<file path="src/rtl/xbus_pkg.sv">
package xbus_pkg;

  typedef enum logic [1:0] {
    PH_IDLE   = 2'd0,
    PH_SETUP  = 2'd1,
    PH_STROBE = 2'd2,
    PH_HOLD   = 2'd3
  } xbus_phase_e;

  localparam logic [1:0] SZ_BYTE = 2'b01;
  localparam logic [1:0] SZ_WORD = 2'b10;

  // Shared size code: 01 byte, 10 word, 11 and 00 longword.
  function automatic logic [2:0] size_to_bytes(input logic [1:0] code);
    case (code)
      SZ_BYTE: return 3'd1;
      SZ_WORD: return 3'd2;
      default: return 3'd4;
    endcase
  endfunction

  // Extended wait decode: 0..4 linear, then 6, 8, 10.
  function automatic logic [3:0] long_wait_decode(input logic [2:0] code);
    if (code <= 3'd4) return {1'b0, code};
    else              return {code - 3'd5, 1'b0} + 4'd6;
  endfunction

  // Number of beats minus one for a given access and port width.
  function automatic logic [2:0] beats_minus1(input logic [2:0] acc,
                                              input logic [2:0] port);
    if (acc <= port) return 3'd0;
    case (port)
      3'd1:    return acc - 3'd1;
      3'd2:    return (acc >> 1) - 3'd1;
      default: return 3'd0;
    endcase
  endfunction

  function automatic logic [2:0] min_bytes(input logic [2:0] a,
                                           input logic [2:0] b);
    return (a < b) ? a : b;
  endfunction

endpackage

</file>
<file path="src/rtl/xbus_area_dec.sv">
module xbus_area_dec
  import xbus_pkg::*;
#(
  parameter int ADDR_W         = 32,
  parameter int AREA_W         = 3,
  parameter int AREA_LSB       = 26,
  parameter int WFIELD_W       = 3,
  parameter int WAIT_W         = 4,
  parameter int LONG_WAIT_AREA = 4,
  localparam int N_AREA        = 1 << AREA_W
)(
  input  logic [ADDR_W-1:0]          addr,
  input  logic [N_AREA*2-1:0]        cfg_size,
  input  logic [N_AREA*WFIELD_W-1:0] cfg_wait,
  output logic [AREA_W-1:0]          area,
  output logic [2:0]                 port_bytes,
  output logic [WAIT_W-1:0]          wait_cycles
);

  logic [WAIT_W-1:0] wait_tab [N_AREA];
  logic [2:0]        port_tab [N_AREA];

  // Bits above the area field are not looked at: shadow spaces.
  assign area = addr[AREA_LSB +: AREA_W];

  for (genvar i = 0; i < N_AREA; i++) begin : g_area
    assign port_tab[i] = size_to_bytes(cfg_size[i*2 +: 2]);
    if (i == LONG_WAIT_AREA) begin : g_long
      assign wait_tab[i] = WAIT_W'(long_wait_decode(cfg_wait[i*WFIELD_W +: 3]));
    end else begin : g_short
      assign wait_tab[i] = WAIT_W'(cfg_wait[i*WFIELD_W +: 2]);
    end
  end

  assign wait_cycles = wait_tab[area];
  assign port_bytes  = port_tab[area];

endmodule

</file>
<file path="src/rtl/xbus_lane_map.sv">
module xbus_lane_map #(
  parameter int DATA_W  = 32,
  localparam int LANES  = DATA_W / 8,
  localparam int LOFF_W = $clog2(LANES)
)(
  input  logic [LOFF_W-1:0] beat_off,
  input  logic [2:0]        unit_bytes,
  input  logic [2:0]        port_bytes,
  input  logic [DATA_W-1:0] chunk_w,
  input  logic [DATA_W-1:0] bus_in,
  output logic [DATA_W-1:0] bus_out,
  output logic [LANES-1:0]  lane_mask,
  output logic [DATA_W-1:0] chunk_r
);

  logic [2:0]        off_in_port;
  logic [2:0]        lane_lo;
  logic [5:0]        lane_sh;
  logic [5:0]        unit_sh;
  logic [DATA_W-1:0] unit_mask;
  logic [LANES:0]    unit_ones;

  // Big-endian placement: lowest address sits in the highest lane of the port.
  assign off_in_port = 3'(beat_off) & (port_bytes - 3'd1);
  assign lane_lo     = port_bytes - off_in_port - unit_bytes;
  assign lane_sh     = {lane_lo, 3'b000};
  assign unit_sh     = {unit_bytes, 3'b000};

  assign unit_mask = (unit_bytes >= 3'(LANES)) ? '1
                   : ((DATA_W'(1) << unit_sh) - DATA_W'(1));
  assign unit_ones = ((LANES+1)'(1) << unit_bytes) - (LANES+1)'(1);

  assign lane_mask = LANES'(unit_ones) << lane_lo;
  assign bus_out   = (chunk_w & unit_mask) << lane_sh;
  assign chunk_r   = (bus_in >> lane_sh) & unit_mask;

endmodule

</file>
<file path="src/rtl/xbus_seq.sv">
module xbus_seq
  import xbus_pkg::*;
#(
  parameter int ADDR_W   = 32,
  parameter int DATA_W   = 32,
  parameter int AREA_W   = 3,
  parameter int AREA_LSB = 26,
  parameter int WAIT_W   = 4,
  localparam int N_AREA  = 1 << AREA_W,
  localparam int LANES   = DATA_W / 8,
  localparam int LOFF_W  = $clog2(LANES)
)(
  input  logic                clk,
  input  logic                rst_n,
  input  logic                req,
  input  logic                req_we,
  input  logic [ADDR_W-1:0]   req_addr,
  input  logic [1:0]          req_size,
  input  logic [DATA_W-1:0]   req_wdata,
  input  logic [AREA_W-1:0]   dec_area,
  input  logic [2:0]          dec_port_bytes,
  input  logic [WAIT_W-1:0]   dec_wait,
  output logic                ack,
  output logic [DATA_W-1:0]   rdata,
  output logic [N_AREA-1:0]   cs_n,
  output logic                rd_n,
  output logic [LANES-1:0]    we_n,
  output logic [AREA_LSB-1:0] beat_addr,
  output logic [LOFF_W-1:0]   beat_off,
  output logic [2:0]          unit_bytes,
  output logic [2:0]          port_bytes,
  output logic [DATA_W-1:0]   chunk_w,
  input  logic [LANES-1:0]    lane_mask,
  input  logic [DATA_W-1:0]   chunk_r
);

  xbus_phase_e         phase_q, phase_d;
  logic [AREA_W-1:0]   area_q;
  logic                we_q;
  logic [AREA_LSB-1:0] addr_q, addr_d;
  logic [2:0]          beats_q, beats_d;
  logic [WAIT_W-1:0]   wait_q;
  logic [WAIT_W-1:0]   cnt_q, cnt_d;
  logic [2:0]          unit_q, port_q;
  logic [DATA_W-1:0]   wsh_q, wsh_d;
  logic [DATA_W-1:0]   racc_q, racc_d;

  logic [2:0]          acc_bytes;
  logic [5:0]          unit_sh;
  logic                xfer_ld;
  logic                beat_adv;
  logic                rd_cap;
  logic                cnt_en;
  logic                last_strobe;
  logic                strobe_on;

  assign acc_bytes   = size_to_bytes(req_size);
  assign unit_sh     = {unit_q, 3'b000};
  assign last_strobe = (cnt_q == wait_q);
  assign strobe_on   = (phase_q == PH_STROBE);

  // ---------------- next-state logic ----------------
  always_comb begin
    phase_d  = phase_q;
    addr_d   = addr_q;
    beats_d  = beats_q;
    cnt_d    = cnt_q;
    wsh_d    = wsh_q;
    racc_d   = racc_q;
    xfer_ld  = 1'b0;
    beat_adv = 1'b0;
    rd_cap   = 1'b0;
    cnt_en   = 1'b0;
    case (phase_q)
      PH_IDLE: begin
        if (req) begin
          xfer_ld = 1'b1;
          phase_d = PH_SETUP;
          addr_d  = req_addr[AREA_LSB-1:0];
          beats_d = beats_minus1(acc_bytes, dec_port_bytes);
          // Left-align so that each beat takes the top unit of bytes.
          wsh_d   = req_wdata << {3'(LANES) - acc_bytes, 3'b000};
          racc_d  = '0;
        end
      end
      PH_SETUP: begin
        cnt_en  = 1'b1;
        cnt_d   = '0;
        phase_d = PH_STROBE;
      end
      PH_STROBE: begin
        if (last_strobe) begin
          phase_d = PH_HOLD;
          rd_cap  = ~we_q;
          racc_d  = (racc_q << unit_sh) | chunk_r;
        end else begin
          cnt_en = 1'b1;
          cnt_d  = cnt_q + WAIT_W'(1);
        end
      end
      PH_HOLD: begin
        if (beats_q == 3'd0) begin
          phase_d = PH_IDLE;
        end else begin
          beat_adv = 1'b1;
          phase_d  = PH_SETUP;
          beats_d  = beats_q - 3'd1;
          addr_d   = addr_q + AREA_LSB'(unit_q);
          wsh_d    = wsh_q << unit_sh;
        end
      end
      default: phase_d = PH_IDLE;
    endcase
  end

  // ---------------- registers ----------------
  always_ff @(posedge clk or negedge rst_n) begin
    if (!rst_n) begin
      phase_q <= PH_IDLE;
      area_q  <= '0;
      we_q    <= 1'b0;
      addr_q  <= '0;
      beats_q <= '0;
      wait_q  <= '0;
      cnt_q   <= '0;
      unit_q  <= 3'd1;
      port_q  <= 3'd1;
      wsh_q   <= '0;
      racc_q  <= '0;
    end else begin
      phase_q <= phase_d;
      if (xfer_ld) begin
        area_q <= dec_area;
        we_q   <= req_we;
        wait_q <= dec_wait;
        unit_q <= min_bytes(acc_bytes, dec_port_bytes);
        port_q <= dec_port_bytes;
      end
      if (xfer_ld || beat_adv) begin
        addr_q  <= addr_d;
        beats_q <= beats_d;
        wsh_q   <= wsh_d;
      end
      if (cnt_en) cnt_q <= cnt_d;
      if (xfer_ld || rd_cap) racc_q <= racc_d;
    end
  end

  // ---------------- outputs ----------------
  assign cs_n       = (phase_q == PH_IDLE) ? '1 : ~(N_AREA'(1) << area_q);
  assign rd_n       = ~(strobe_on & ~we_q);
  assign we_n       = (strobe_on & we_q) ? ~lane_mask : '1;
  assign ack        = (phase_q == PH_HOLD) && (beats_q == 3'd0);
  assign rdata      = racc_q;
  assign beat_addr  = addr_q;
  assign beat_off   = addr_q[LOFF_W-1:0];
  assign unit_bytes = unit_q;
  assign port_bytes = port_q;
  assign chunk_w    = wsh_q >> (DATA_W - int'(unit_sh));

  // ---------------- assertions ----------------
  logic cs_any, stb_any;
  assign cs_any  = ~(&cs_n);
  assign stb_any = ~rd_n | ~(&we_n);

  AST_ONE_CHIP_SELECT: assert property (@(posedge clk) disable iff (!rst_n)
    $onehot0(~cs_n));
  AST_STROBE_NEEDS_CS: assert property (@(posedge clk) disable iff (!rst_n)
    stb_any |-> cs_any);
  AST_RD_WE_EXCLUSIVE: assert property (@(posedge clk) disable iff (!rst_n)
    !(~rd_n && ~(&we_n)));
  AST_SETUP_QUIET: assert property (@(posedge clk) disable iff (!rst_n)
    $rose(cs_any) |-> !stb_any);
  AST_STROBE_BEFORE_RELEASE: assert property (@(posedge clk) disable iff (!rst_n)
    stb_any |=> cs_any);
  AST_CS_HELD_IN_XFER: assert property (@(posedge clk) disable iff (!rst_n)
    (cs_any && !ack) |=> $stable(cs_n));
  AST_ACK_RELEASES_CS: assert property (@(posedge clk) disable iff (!rst_n)
    ack |=> !cs_any);
  AST_ACK_SINGLE: assert property (@(posedge clk) disable iff (!rst_n)
    ack |=> !ack);
  AST_ACK_ON_QUIET_CS: assert property (@(posedge clk) disable iff (!rst_n)
    ack |-> (cs_any && !stb_any));
  AST_WAIT_LIMIT: assert property (@(posedge clk) disable iff (!rst_n)
    strobe_on |-> (cnt_q <= WAIT_W'(10)));
  AST_LANES_IN_PORT: assert property (@(posedge clk) disable iff (!rst_n)
    strobe_on |-> ((LANES+1)'(lane_mask) < ((LANES+1)'(1) << port_q)));

endmodule

</file>
<file path="src/rtl/xbus_area_ctrl.sv">
module xbus_area_ctrl
  import xbus_pkg::*;
#(
  parameter int ADDR_W         = 32,
  parameter int DATA_W         = 32,
  parameter int AREA_W         = 3,
  parameter int AREA_LSB       = 26,
  parameter int WFIELD_W       = 3,
  parameter int WAIT_W         = 4,
  parameter int LONG_WAIT_AREA = 4,
  localparam int N_AREA        = 1 << AREA_W,
  localparam int LANES         = DATA_W / 8,
  localparam int LOFF_W        = $clog2(LANES)
)(
  input  logic                       clk,
  input  logic                       rst_n,
  input  logic                       req,
  input  logic                       req_we,
  input  logic [ADDR_W-1:0]          req_addr,
  input  logic [1:0]                 req_size,
  input  logic [DATA_W-1:0]          req_wdata,
  output logic                       ack,
  output logic [DATA_W-1:0]          rdata,
  input  logic [N_AREA*2-1:0]        cfg_size,
  input  logic [N_AREA*WFIELD_W-1:0] cfg_wait,
  output logic [N_AREA-1:0]          ext_cs_n,
  output logic                       ext_rd_n,
  output logic [LANES-1:0]           ext_we_n,
  output logic [AREA_LSB-1:0]        ext_addr,
  output logic [DATA_W-1:0]          ext_dout,
  input  logic [DATA_W-1:0]          ext_din
);

  logic [AREA_W-1:0] dec_area;
  logic [2:0]        dec_port_bytes;
  logic [WAIT_W-1:0] dec_wait;
  logic [LOFF_W-1:0] beat_off;
  logic [2:0]        unit_bytes;
  logic [2:0]        port_bytes;
  logic [DATA_W-1:0] chunk_w;
  logic [DATA_W-1:0] chunk_r;
  logic [LANES-1:0]  lane_mask;

  xbus_area_dec #(
    .ADDR_W(ADDR_W), .AREA_W(AREA_W), .AREA_LSB(AREA_LSB),
    .WFIELD_W(WFIELD_W), .WAIT_W(WAIT_W), .LONG_WAIT_AREA(LONG_WAIT_AREA)
  ) u_dec (
    .addr        (req_addr),
    .cfg_size    (cfg_size),
    .cfg_wait    (cfg_wait),
    .area        (dec_area),
    .port_bytes  (dec_port_bytes),
    .wait_cycles (dec_wait)
  );

  xbus_seq #(
    .ADDR_W(ADDR_W), .DATA_W(DATA_W), .AREA_W(AREA_W),
    .AREA_LSB(AREA_LSB), .WAIT_W(WAIT_W)
  ) u_seq (
    .clk            (clk),
    .rst_n          (rst_n),
    .req            (req),
    .req_we         (req_we),
    .req_addr       (req_addr),
    .req_size       (req_size),
    .req_wdata      (req_wdata),
    .dec_area       (dec_area),
    .dec_port_bytes (dec_port_bytes),
    .dec_wait       (dec_wait),
    .ack            (ack),
    .rdata          (rdata),
    .cs_n           (ext_cs_n),
    .rd_n           (ext_rd_n),
    .we_n           (ext_we_n),
    .beat_addr      (ext_addr),
    .beat_off       (beat_off),
    .unit_bytes     (unit_bytes),
    .port_bytes     (port_bytes),
    .chunk_w        (chunk_w),
    .lane_mask      (lane_mask),
    .chunk_r        (chunk_r)
  );

  xbus_lane_map #(.DATA_W(DATA_W)) u_lane (
    .beat_off   (beat_off),
    .unit_bytes (unit_bytes),
    .port_bytes (port_bytes),
    .chunk_w    (chunk_w),
    .bus_in     (ext_din),
    .bus_out    (ext_dout),
    .lane_mask  (lane_mask),
    .chunk_r    (chunk_r)
  );

endmodule

</file>
<file path="config.mk">
export PLATFORM = sky130hd
export DESIGN_NAME = xbus_area_ctrl
export DESIGN_NICKNAME = d
export VERILOG_FILES = /design/src/rtl/xbus_pkg.sv /design/src/rtl/xbus_area_dec.sv /design/src/rtl/xbus_lane_map.sv /design/src/rtl/xbus_seq.sv /design/src/rtl/xbus_area_ctrl.sv
export SDC_FILE = /design/constraint.sdc
export NUM_CORES = 1
export LEC_CHECK = 0
export BUFFER_PORTS_ARGS = -buffer_cell sky130_fd_sc_hd__clkbuf_2
export CORE_MARGIN = 8
export CORE_UTILIZATION = 59
export DETAILED_ROUTE_END_ITERATION = 8
export PLACE_DENSITY = 0.95
export SLEW_MARGIN = 20
export SYNTH_ARGS = -nofsm -noshare
export SYNTH_HDL_FRONTEND = slang
export SYNTH_SLANG_ARGS = --single-unit
</file>
<file path="constraint.sdc">
create_clock -name clk -period 7.2 [get_ports clk]
set_clock_uncertainty 0.15 [all_clocks]
set_input_delay 1.44 -clock clk [delete_from_list [all_inputs] [get_ports clk]]
set_output_delay 1.44 -clock clk [all_outputs]
set_load 0.02 [all_outputs]
</file>
======== After elaboration in Yosys (flattened, before gate mapping) ========
Index checks and enable logic that the tools add are counted.
W data, S select, Z words.
storage, ports and cells
  input bits .............................. 142
  register bits after elaboration ......... 113
  word-level logic and storage cells ...... 143
  output and inout port bits .............. 104
operators by class
  muxes and demuxes ....................... 52
  shifts and indexed selects .............. 10
  eq/ne operators ......................... 28
  $lt $le $gt $ge ......................... 5
  bitwise logic cells ..................... 11
  $add $sub $neg .......................... 14
  reductions and logical operators ........ 12
operators by type and width
  cell                     number
  $mux W32                 5
  $pmux W32 S2             2
  $shl A32 B6 Y32          4
  $pmux W3 S2              11
  $and A32 B32 Y32         2
  $mux W26                 2
  $pmux W26 S2             1
  $or A32 B32 Y32          1
  $shl A1 B6 Y32 const A   1
  $shr A32 B32 Y32         1
  $shr A32 B6 Y32          1
  $sub A32 B1 Y32 const B  1
  $add A26 B3 Y26          1
  $eq A2 B2 Y1 const B     11
  $mux W3                  7
  $eq A2 B1 Y1 const B     10
  $mux W4                  5
  $bmux W4 S3              1
  $mux W1                  11
  $bmux W3 S3              1
  $sub A3 B1 Y3 const B    3
  $mux W8                  1
  $not A8 Y8               1
  $pmux W2 S4              1
  other kinds (37)         47

======== Longest topological paths before layout ========
Gate-level depths: netlist of the first run.
  word-level depth ........................ 12
  mapped depth ............................ 17
  mapped depth without buffers ............ 13

======== Modules after synthesis ========
Synthesis of the first run repeated with hierarchy kept, for this count alone.
unflattened totals
  cells, all modules ...................... 1,154
  area, all modules ....................... 9,745.6 µm²
modules (own cells, without submodules)
  module         area an instance (µm²)  sequential area each (µm²)  instances  cells an instance
  xbus_seq       7,547.2                 2,830.2                     1          872
  xbus_lane_map  1,556.5                 0.0                         1          224
  xbus_area_dec  641.9                   0.0                         1          58

======== Worst setup path before layout of the first run ========
OpenSTA, ideal clock, no wires.
  path kind ............................... register to output
  start point ............................. register u_seq.unit_q[0] (netlist: u_seq.unit_bytes[0])
  end point ............................... output ext_dout[1]
  data required time ...................... 5.610 ns
  stages on the path, launching flop included .. 16
  data arrival time ....................... 3.673 ns
  buffers on the path ..................... 4
  setup slack ............................. 1.937 ns
  path through ............................ dfstp_2 > clkbuf_1 > inv_1 > clkbuf_1 > clkbuf_1 > ha_1 > xor2_1 > inv_1 > ha_1 > nor2_1 > fa_1 > xor2_1 > xor2_1 > nand3_1 > buf_2 > nor3_1
on the way
  longest elaborated chain between the ends .. 5
  elaborated cells between the ends (all ways) .. 9
  those cells by class .................... add/sub (3); order compare (1); shift (3); mux (1); bitwise (1)
ends and longest elaborated chain
  element                 line                  source
  start, declared         xbus_seq.sv:44        logic [2:0] unit_q, port_q;
  start signal, assigned  xbus_seq.sv:136       unit_q <= min_bytes(acc_bytes, dec_port_bytes);
  $shl A1 B6 Y32          xbus_lane_map.sv:30   : ((DATA_W'(1) << unit_sh) - DATA_W'(1));
  $sub A32 B1 Y32         xbus_lane_map.sv:30
  $mux W32                xbus_lane_map.sv:29   assign unit_mask = (unit_bytes >= 3'(LANES)) ? '1
  $and A32 B32 Y32        xbus_lane_map.sv:34   assign bus_out = (chunk_w & unit_mask) << lane_sh;
  $shl A32 B6 Y32 *       xbus_lane_map.sv:34
  end, declared           xbus_area_ctrl.sv:30  output logic [DATA_W-1:0] ext_dout,
Every way passes the cells marked *; elsewhere a longest branch is shown, timed or not.

======== Worst setup path after layout of the first run ========
  start point ............................. register u_seq.unit_q[0] (netlist: u_seq.unit_bytes[0])
  end point ............................... output ext_we_n[0]
on the way
  longest elaborated chain between the ends .. 5
  elaborated cells between the ends (all ways) .. 6
  those cells by class .................... add/sub (2); shift (2); mux (1); bitwise (1)
ends and longest elaborated chain
  element          line                  source
  $shl A1 B3 Y4    xbus_lane_map.sv:31   assign unit_ones = ((LANES+1)'(1) << unit_bytes) - (LANES+1)'(1);
  $sub A4 B2 Y4    xbus_lane_map.sv:31
  $shl A4 B3 Y4 *  xbus_lane_map.sv:33   assign lane_mask = LANES'(unit_ones) << lane_lo;
  $not A4 Y4 *     xbus_seq.sv:152       assign we_n = (strobe_on & we_q) ? ~lane_mask : '1;
  $mux W4 *        xbus_seq.sv:152
  end, declared    xbus_area_ctrl.sv:28  output logic [LANES-1:0] ext_we_n,
Marked as above.

==> results of run 1 <==
-- kinds of logic (layout without fill, tap and decap cells) --
kind of cell	Yosys count	in the layout	synth area share, %
AOI/OAI and AO/OA	345	345	24.20
xor gates and xnor gates	19	19	1.870
adders and majority gates	48	48	6.619
buffers and inverters	123	328	5.381
DFF	113	113	30.43
muxes	108	108	13.72
and+or+nand+nor	370	370	17.77
-- worst register-to-register path: stages (launching register included) --
cell	delay (ns)
dfstp_2	0.53
inv_1	0.34
ha_1	0.45
xor2_1	0.22
ha_1	0.18
nor2_1	0.05
fa_1	0.38
xor2_1	0.24
xor2_1	0.46
nand3_1	0.53
nor2_1	0.67
a32oi_1	0.16
o21ai_0	0.21
-- layout make-up --
class	instances	area (µm²)
clock inverter	10	110.1
fill	1156	4527
multi-input combinational	890	5997
clock buffer	22	464.2
timing repair buffer	248	1276
tap	216	270.3
inverter	48	180.2
sequential	113	2830
-- layer usage --
metal	track usage (%)	vias to the layer above	wire [µm]
met2	47.29	666	13850
li1	-	4528	-
met5	0	-	0
met4	13.51	0	1080
met1	35.05	4538	11180
met3	9.778	110	3757
-- synthesized netlist by cell type, types with 2 or more instances --
library cell | instances | area, µm²
o21ai_0 | 89 | 445.4
nor2b_1 | 21 | 131.4
buf_1 | 4 | 15.01
or3_1 | 3 | 18.77
a32oi_1 | 8 | 70.07
o21a_1 | 2 | 15.01
nor2_1 | 86 | 322.8
o22ai_1 | 48 | 300.3
a32o_1 | 15 | 150.1
dfstp_2 | 2 | 52.55
mux2_2 | 11 | 123.9
buf_2 | 19 | 95.09
a211oi_1 | 17 | 127.6
a22o_1 | 27 | 236.5
o211ai_1 | 3 | 22.52
clkbuf_1 | 50 | 187.7
fa_1 | 2 | 40.04
ha_1 | 46 | 575.6
a31oi_1 | 11 | 68.82
a21o_1 | 3 | 22.52
inv_1 | 46 | 172.7
a222oi_1 | 6 | 60.06
a21oi_1 | 71 | 355.3
nand2b_1 | 9 | 56.30
a221o_1 | 2 | 20.02
and2_1 | 8 | 50.05
o311a_1 | 2 | 20.02
mux2i_4 | 3 | 67.56
nand3_1 | 30 | 150.1
xnor2_1 | 10 | 87.58
nand4_1 | 7 | 43.79
nor3_1 | 29 | 145.1
xor2_1 | 8 | 70.07
nand2_1 | 160 | 600.6
a221oi_1 | 7 | 61.31
nor4_2 | 2 | 25.02
dfrtp_1 | 111 | 2778
mux4_1 | 5 | 131.4
mux4_2 | 5 | 112.6
buf_6 | 2 | 22.52
and3_1 | 8 | 50.05
mux2i_1 | 84 | 840.8
a22oi_1 | 23 | 172.7
-- state kept, by name, indices dropped and copies added, names as in the netlist --
name              count
u_seq.beat_addr      26
u_seq.cnt_q           4
u_seq.port_bytes      3
u_seq.unit_bytes      3
u_seq.we_q            1
u_seq.area_q          3
u_seq.wait_q          4
u_seq.phase_q         2
u_seq.wsh_q          32
u_seq.beats_q         3
u_seq.rdata          32
-- worst max path at each step --
stage | endpoint | slack [ns] | depth (start not counted)
floorplan | ext_dout[1] | 1.94 | 15
global placement | ext_dout[30] | 1.79 | 12
detailed placement | ext_dout[25] | 1.71 | 12
CTS | ext_we_n[0] | 1.24 | 12
global route | ext_we_n[0] | 0.99 | 12
finish | ext_we_n[0] | 1.13 | 11
-- stage by stage --
step / cells / instance area, µm² / worst slack, ns / utilization [%]
4_1_cts: 1547 / 11130 / 1.235 / 71.07
3_3_place_gp: 1515 / 10550 / 1.790 / 67.40
6_report: 1547 / 11130 / 1.132 / 71.08
5_1_grt: 1547 / 11130 / 0.9856 / 71.08
3_5_place_dp: 1515 / 10550 / 1.714 / 67.40
2_1_floorplan: 1126 / 9300 / 1.937 / -
==> impl_metrics.env, run 1 <==
export IMPL_hold_end="u_seq.rdata[26]$_DFFE_PN0P_"
export IMPL_synth_nets=1316
export IMPL_grt_max_degree=63
export IMPL_drive_gt1_share_pct=23.22
export IMPL_grt_pass1_vias=9653
export IMPL_yosys_warnings=0
export IMPL_drtAntennaViolNets=0
export IMPL_max_stage_delay_ns=0.53
export IMPL_first_pass_iters=6
export IMPL_grt_pass1_wl_um=48060
export IMPL_reg2reg_setup_slack_ns=2.54
export IMPL_port_buffers=235
export IMPL_cts_tree="yes"
export IMPL_synthesis_area_um2=9300
export IMPL_hold_buffers=0
export IMPL_avgRoutedWirePerCell_um=19.30
export IMPL_chipWidth_um=141.6
export IMPL_holdCritStartpoint="u_seq.rdata[26]$_DFFE_PN0P_"
export IMPL_critical_path_class="reg2out"
export IMPL_hold_path_class="reg2reg"
export IMPL_wirelength_um=29860
export IMPL_die_y_um=141.6
export IMPL_post_cts_buffers=0
export IMPL_path_common_cell="xor2_1"
export IMPL_startpoint_type="register"
export IMPL_period_needed_ns=6.068
export IMPL_crit_family="simple AND/OR/NAND/NOR gates"
export IMPL_rsz0062_at_grt="no"
export IMPL_path_max_fanout=22
export IMPL_synth_seq_area_share_pct=30.43
export IMPL_clock_sinks=113
export IMPL_final_cell_mix="234 x clkbuf_2, 160 x nand2_1, 111 x dfrtp_1, 89 x o21ai_0, 85 x nor2_1"
export IMPL_dp_final_hpwl_um=21520
export IMPL_place_gp_congestion=0.9326
export IMPL_vias=9842
export IMPL_status="finished, final reports clean"
export IMPL_synthArstFlopShare_pct=100.0
export IMPL_r2r_end="u_seq.rdata[25]$_DFFE_PN0P_"
export IMPL_grt_antenna_before_repair=0
export IMPL_overflow=0
export IMPL_clk_pin_slew_worst_paths_ns=0.05
export IMPL_die_area_um2=20040
export IMPL_grtUsageTotal_pct=29.40
export IMPL_synth_avg_cell_area_um2=8.259
export IMPL_hold_path_depth=2
export IMPL_tightest_slew_ns=1.142
export IMPL_r2r_start="u_seq.unit_bytes[0]$_DFFE_PN1P_"
export IMPL_reg2reg_depth=12
export IMPL_synth_edf_count=0
export IMPL_cap_viol_max_count=0
export IMPL_cts_resized=0
export IMPL_crit_start="u_seq.unit_bytes[0]$_DFFE_PN1P_"
export IMPL_finalSetupViolCount=0
export IMPL_htreeDepth=4
export IMPL_worstSkewPairLatency_ns=0.43
export IMPL_final_setup_tns_ns=0
export IMPL_cts_buffers=17
export IMPL_drv_slew=0
export IMPL_timing_hold_ws_ns=0.3572
export IMPL_io_pins=246
export IMPL_slew_headroom_pct=23.24
export IMPL_fp_row_count=46
export IMPL_hold_viol=0
export IMPL_cts_buffer_depth=2
export IMPL_crit_chain="inv_1 -> ha_1 -> xor2_1 -> ha_1 -> nor2_1 -> fa_1 -> xor2_1 -> xor2_1 -> nand3_1 -> or3_1 -> clkbuf_2"
export IMPL_period_share_pct=84.28
export IMPL_cts_root_buffer="clkbuf_16"
export IMPL_ys_types=64
export IMPL_cp_num_buf_inv=2
export IMPL_yosys_most_used_dff="dfrtp_1"
export IMPL_core_area_um2=15660
export IMPL_area_delta_synth_final_pct=19.66
export IMPL_diodes=0
export IMPL_final_common_cell="clkbuf_2"
export IMPL_viasPerCell=6.362
export IMPL_syn_inst=1126
export IMPL_fin_nets=1508
export IMPL_worstPathRequired_ns=5.61
export IMPL_crit_slowest_cell="dfstp_2"
export IMPL_endpoint_kind="primary output"
export IMPL_initial_core_util_pct=59.41
export IMPL_fmax_mhz=164.8
export IMPL_arrival_ns=4.48
export IMPL_drtIter0Drc=1102
export IMPL_yosys_register_bits=113
export IMPL_drc=0
Power of run 1 is not shown: default switching activity piles up to over one toggle a cycle in this logic, so the estimate is an artifact.
==> run 2: changes to the inputs <==
--- a/config.mk
+++ b/config.mk
@@ -5,11 +5,12 @@
 export SDC_FILE = /design/constraint.sdc
 export NUM_CORES = 1
 export LEC_CHECK = 0
+export ABC_AREA = 1
 export BUFFER_PORTS_ARGS = -buffer_cell sky130_fd_sc_hd__clkbuf_2
 export CORE_MARGIN = 8
-export CORE_UTILIZATION = 59
+export CORE_UTILIZATION = 56
 export DETAILED_ROUTE_END_ITERATION = 8
-export PLACE_DENSITY = 0.95
+export PLACE_DENSITY = 0.91
 export SLEW_MARGIN = 20
 export SYNTH_ARGS = -nofsm -noshare
 export SYNTH_HDL_FRONTEND = slang
==> constraint.sdc (replaced) <==
create_clock -name clk -period 6.1 [get_ports clk]
set_clock_uncertainty 0.15 [all_clocks]
set_input_delay 1.22 -clock clk [delete_from_list [all_inputs] [get_ports clk]]
set_output_delay 1.22 -clock clk [all_outputs]
set_load 0.02 [all_outputs]
==> run 2 against run 1 <==
Synthesized area up 9.9%; via count up 19%; worst setup slack worse by 0.46 ns; critical endpoint is now ext_dout[0]; critical path type unchanged.
==> impl_metrics.env, run 2 <==
export IMPL_status="finished, final reports clean"
export IMPL_hold_buffers=0
export IMPL_ys_types=53
export IMPL_cp_num_buf_inv=5
export IMPL_hold_path_class="reg2reg"
export IMPL_endpoint_kind="primary output"
export IMPL_worstPathRequired_ns=4.73
export IMPL_cap_viol_max_count=0
export IMPL_synth_nets=1825
export IMPL_cts_resized=0
export IMPL_post_place_ws_ns=0.8588
export IMPL_arrival_ns=4.06
export IMPL_drc=0
export IMPL_drive_gt1_share_pct=17.07
export IMPL_tightest_slew_ns=1.075
export IMPL_htreeDepth=4
export IMPL_area_delta_synth_final_pct=17.25
export IMPL_synth_avg_cell_area_um2=6.249
export IMPL_final_setup_tns_ns=0
export IMPL_yosysMostFrequentCell="nand2_1"
export IMPL_wirelength_um=32330
export IMPL_port_buffers=235
export IMPL_cts_tree="yes"
export IMPL_core_area_um2=17960
export IMPL_grt_pass1_wl_um=52500
export IMPL_vias=11730
export IMPL_fin_nets=2000
export IMPL_clock_sinks=113
export IMPL_final_cell_mix="515 x nand2_1, 234 x clkbuf_2, 172 x inv_1, 166 x o21ai_0, 130 x nor2_1"
export IMPL_grt_antenna_before_repair=5
export IMPL_hold_viol=0
export IMPL_synth_top_area_share_pct=27.19
export IMPL_synthesis_area_um2=10220
export IMPL_postLayoutSetupSlackWorst_ns=0.6741
export IMPL_die_y_um=151.1
export IMPL_drtIter0Drc=1188
export IMPL_grt_max_degree=85
export IMPL_crit_slowest_cell="dfstp_2"
export IMPL_period_share_pct=88.95
export IMPL_synth_area_top_cells="dfrtp_1 27%, nand2_1 19%, o21ai_0 8.1%"
export IMPL_critical_path_class="reg2out"
export IMPL_grtUsageTotal_pct=27.91
export IMPL_fp_row_count=49
export IMPL_syn_inst=1635
export IMPL_first_pass_iters=6
export IMPL_period_needed_ns=5.426
export IMPL_rsz0062_at_grt="no"
export IMPL_yosys_most_used_dff="dfrtp_1"
export IMPL_multi_input_area_um2=6264
export IMPL_crit_family="buffers and inverters"
export IMPL_crit_chain="inv_1 -> nand2_1 -> ha_1 -> xnor2_1 -> ha_1 -> nor2_1 -> fa_1 -> buf_4 -> clkinv_1 -> nor2_4 -> inv_2 -> nor4_1 -> clkbuf_2"
export IMPL_drv_slew=0
export IMPL_cts_buffer_depth=2
export IMPL_path_max_fanout=29
export IMPL_yosys_register_bits=113
export IMPL_dp_final_hpwl_um=23860
export IMPL_die_area_um2=22820
export IMPL_num_fill_cells=1601
export IMPL_synth_top_area_cell="dfrtp_1"
export IMPL_chipWidth_um=151.1
export IMPL_synth_edf_count=0
export IMPL_seqCellArea_um2=2830
export IMPL_avgRoutedWirePerCell_um=15.75
export IMPL_synth_seq_area_share_pct=27.70
export IMPL_drtAntennaViolNets=0
export IMPL_overflow=0
export IMPL_initial_core_util_pct=56.88
export IMPL_max_stage_delay_ns=0.57
export IMPL_yosys_warnings=0
export IMPL_grt_pass1_vias=10840
export IMPL_slew_headroom_pct=28.29
export IMPL_synth_top_cells_by_count="515 x nand2_1, 172 x inv_1, 166 x o21ai_0, 130 x nor2_1, 114 x nand3_1"
export IMPL_path_common_cell="ha_1"
export IMPL_clk_pin_slew_worst_paths_ns=0.05
export IMPL_cts_buffers=17
export IMPL_viasPerCell=5.717
export IMPL_worstSkewPairLatency_ns=0.42
export IMPL_final_common_cell="nand2_1"
export IMPL_post_cts_buffers=0
export IMPL_fmax_mhz=184.3
export IMPL_synthArstFlopShare_pct=100.0
export IMPL_finalSetupViolCount=0
export IMPL_cts_root_buffer="clkbuf_16"
export IMPL_startpoint_type="register"
export IMPL_io_pins=246
export IMPL_place_gp_congestion=0.9234
[run 2: cell count changes after synthesis, moves of 15 or more]
cell     before  now
a22oi_1      23    8
inv_1        46  172
o21ai_1       0   29
a22o_1       27    2
buf_2        19   39
o21ai_0      89  166
mux2i_1      84    4
o22ai_1      48   27
nor2_1       86  130
nand3_1      30  114
nor2b_1      21    0
nand2_1     160  515
[run 2: layer usage]
metal	GRT usage, %	part of all wire [%]
met1	36.19	41
met2	43.75	44
met3	7.738	12
met4	9.995	2.7
met5	0	0.20
[run 2: area by class of cell]
type | count | share of cell area [%]
diodes | 1 | 0.02089
clock buffers | 20 | 3.812
clock inverters | 11 | 1.546
inverters | 183 | 5.734
multi-input cells | 1248 | 52.28
flip-flops and latches | 113 | 23.62
well taps | 229 | 2.392
repair buffers | 247 | 10.59
[run 2: logic make-up (layout without fill, tap and decap cells)]
kind of cell    Yosys count  after routing  share of synthesized area (%)
simple gates            815            815                          32.95
other cells               0              1                              0
compound gates          366            366                          20.62
fa+ha+maj                48             48                          6.025
xor+xnor                 15             15                          1.286
mux                       4              4                         0.3919
buf+inv                 274            461                          11.02
flops                   113            113                          27.70
[run 2: worst reg2reg max path: stages, from the launching register on]
cell and delay, ns:
dfrtp_1 0.40, ha_2 0.18, buf_4 0.48, nor2_1 0.16
nor3_4 0.17, buf_4 0.43, inv_2 0.39, a21oi_2 0.87
inv_2 0.35, nand2_1 0.13, o21ai_1 0.08
[run 2: worst paths after layout]
kind | startpoint | endpoint | slack, ns | depth (start not counted)
min in group asynchronous | rst_n | u_seq.wait_q[3]$_DFFE_PN0P_ | 0.75 | 1
hold reg to reg | u_seq.beats_q[1]$_DFFE_PN0P_ | u_seq.beats_q[1]$_DFFE_PN0P_ | 0.34 | 2
hold / removal | u_seq.beats_q[1]$_DFFE_PN0P_ | u_seq.beats_q[1]$_DFFE_PN0P_ | 0.34 | 2
setup / recovery | u_seq.port_bytes[0]$_DFFE_PN1P_ | ext_dout[0] | 0.67 | 13
setup reg to reg | u_seq.phase_q[1]$_DFFE_PN0P_ | u_seq.wsh_q[23]$_DFFE_PN0P_ | 2.19 | 10
max in group asynchronous | rst_n | u_seq.wsh_q[28]$_DFFE_PN0P_ | 3.87 | 2
[run 2: stage by stage]
| step | hold WS [ns] | instance area [µm²] | cells | util (%) |
|---|---|---|---|---|
| 6_report | 0.3385 | 11980 | 2052 | 66.69 |
| 3_3_place_gp | 0.3137 | 11320 | 2018 | 63.02 |
| 2_1_floorplan | 0.2990 | 10220 | 1635 | - |
| 3_5_place_dp | 0.3263 | 11320 | 2018 | 63.02 |
| 5_1_grt | 0.3630 | 11980 | 2051 | 66.68 |
| 4_1_cts | 0.3399 | 11960 | 2049 | 66.59 |
Power of run 2 is left out for the same reason.
==> run 3: changes to the inputs <==
--- a/config.mk
+++ b/config.mk
@@ -8,9 +8,9 @@
 export ABC_AREA = 1
 export BUFFER_PORTS_ARGS = -buffer_cell sky130_fd_sc_hd__clkbuf_2
 export CORE_MARGIN = 8
-export CORE_UTILIZATION = 56
+export CORE_UTILIZATION = 45
 export DETAILED_ROUTE_END_ITERATION = 8
-export PLACE_DENSITY = 0.91
+export PLACE_DENSITY = 0.77
 export SLEW_MARGIN = 20
 export SYNTH_ARGS = -nofsm -noshare
 export SYNTH_HDL_FRONTEND = slang
==> run 3 against run 2 <==
Flip-flop and latch count unchanged; utilization down 13 points; global-route usage down 4.5 points; critical path depth unchanged; final area up 0.13%; worst hold slack better by 0.0015 ns; sequential share of layout area about the same; fmax down 5.2%; critical endpoint unchanged; largest cell class unchanged; highest routed layer unchanged.
==> impl_metrics.env, run 3 (synthesized netlist as in run 2, its figures left out) <==
export IMPL_port_buffers=235
export IMPL_avgRoutedWirePerCell_um=15.79
export IMPL_final_setup_tns_ns=0
export IMPL_fp_row_count=55
export IMPL_hold_path_class="reg2reg"
export IMPL_holdCritStartpoint="u_seq.beats_q[1]$_DFFE_PN0P_"
export IMPL_startpoint_type="register"
export IMPL_critical_path_class="reg2out"
export IMPL_max_stage_delay_ns=0.58
export IMPL_rsz0062_at_grt="no"
export IMPL_crit_slowest_cell="dfstp_2"
export IMPL_drc=0
export IMPL_period_needed_ns=5.724
export IMPL_fin_util_pct=53.47
export IMPL_fmax_mhz=174.7
export IMPL_hold_viol=0
export IMPL_diodes=0
export IMPL_endpoint_kind="primary output"
export IMPL_clock_sinks=113
export IMPL_post_cts_buffers=0
export IMPL_cap_viol_max_count=0
export IMPL_r2r_start="u_seq.port_bytes[0]$_DFFE_PN1P_"
export IMPL_grt_antenna_before_repair=4
export IMPL_crit_cells=13
export IMPL_reg2reg_setup_slack_ns=1.87
export IMPL_initial_core_util_pct=45.54
export IMPL_vias=11550
export IMPL_fin_nets=2001
export IMPL_path_common_cell="ha_1"
export IMPL_worstSkewPairLatency_ns=0.43
export IMPL_chipWidth_um=166.7
export IMPL_seqCellArea_um2=2830
export IMPL_num_fill_cells=2275
export IMPL_r2r_end="u_seq.rdata[31]$_DFFE_PN0P_"
export IMPL_drtIter0Drc=1179
export IMPL_dp_final_hpwl_um=24630
export IMPL_first_pass_iters=6
export IMPL_wirelength_um=33290
export IMPL_final_cell_mix="515 x nand2_1, 234 x clkbuf_2, 172 x inv_1, 166 x o21ai_0, 130 x nor2_1"
export IMPL_io_pins=246
export IMPL_area_delta_synth_final_pct=17.40
export IMPL_die_area_um2=27780
export IMPL_core_area_um2=22430
export IMPL_finalSetupViolCount=0
export IMPL_multi_input_area_um2=6264
export IMPL_crit_family="buffers and inverters"
export IMPL_slew_headroom_pct=32.01
export IMPL_grtUsageTotal_pct=23.41
export IMPL_cts_buffer_depth=2
export IMPL_cts_buffers=17
export IMPL_drv_slew=0
export IMPL_die_y_um=166.7
export IMPL_period_share_pct=93.84
export IMPL_cts_tree="yes"
export IMPL_reg2reg_depth=14
export IMPL_tightest_slew_ns=1.018
export IMPL_cts_root_buffer="clkbuf_16"
export IMPL_arrival_ns=4.35
export IMPL_grt_pass1_wl_um=54560
export IMPL_htreeDepth=4
export IMPL_crit_chain="inv_1 -> nand2_1 -> ha_1 -> xnor2_1 -> ha_1 -> nor2_1 -> fa_1 -> buf_4 -> clkinv_1 -> nor2_4 -> inv_2 -> nor4_1 -> clkbuf_2"
export IMPL_clk_pin_slew_worst_paths_ns=0.06
export IMPL_drive_gt1_share_pct=17.17
export IMPL_cp_num_buf_inv=5
export IMPL_worstPathRequired_ns=4.73
export IMPL_viasPerCell=5.477
export IMPL_final_common_cell="nand2_1"
export IMPL_grt_max_degree=85
export IMPL_overflow=0
export IMPL_path_max_fanout=29
export IMPL_hold_end="u_seq.beats_q[1]$_DFFE_PN0P_"
export IMPL_place_gp_congestion=0.9006
export IMPL_hold_path_depth=2
export IMPL_status="finished, final reports clean"
export IMPL_grt_pass1_vias=10820
export IMPL_drtAntennaViolNets=0
==> run 3: worst max path at each step <==
| stage | startpoint | to | slack (ns) |
|---|---|---|---|
| 3_3_place_gp | u_seq.unit_bytes[0]$_DFFE_PN1P_ | ext_dout[0] | 0.86 |
| 5_1_grt | u_seq.port_bytes[0]$_DFFE_PN1P_ | ext_dout[0] | 0.06 |
| 3_5_place_dp | u_seq.unit_bytes[0]$_DFFE_PN1P_ | ext_dout[0] | 0.74 |
| 4_1_cts | u_seq.unit_bytes[0]$_DFFE_PN1P_ | ext_dout[0] | 0.32 |
| 2_1_floorplan | u_seq.unit_bytes[0]$_DFFE_PN1P_ | ext_dout[0] | 1.16 |
| 6_report | u_seq.port_bytes[0]$_DFFE_PN1P_ | ext_dout[0] | 0.38 |
==> run 3: area by class of cell <==
class / instances / share of cell area [%]
clock buffer: 18 / 3.661
timing repair buffer: 248 / 10.67
multi-input combinational: 1248 / 52.22
clock inverter: 13 / 1.158
sequential: 113 / 23.59
tap: 285 / 2.973
inverter: 183 / 5.726
==> run 3: routing by layer <==
metal	GRT usage [%]	vias to the layer above	routed length [µm]
met5	0	-	49
li1	-	5731	-
met2	37.08	501	14980
met1	30.76	5252	14770
met3	5.887	53	2703
met4	7.638	8	790
==> run 3: metrics by stage <==
stage                     worst slack (ns)  std cells  hold slack (ns)  instance area (µm²)
after floorplan                      1.156       1635           0.2990                10220
after global placement              0.8603       2077           0.3163                11410
after detailed placement            0.7448       2077           0.3208                11410
after CTS                           0.3166       2108           0.3347                11990
after global routing               0.06377       2108           0.3795                12000
final                               0.3756       2108           0.3401                12000
==> run 3: what timing repair did <==
action,4_1_cts,5_1_grt
endpoints found under the setup margin,0,3
hold buffers,0,0
gates resized for setup,0,1
==> run 3: worst min-delay path, stage by stage, from the launching register on <==
cell,delay (ns)
dfrtp_1,0.35
nand2_1,0.05
nand2_1,0.05
Power of run 3 is left out for the same reason.
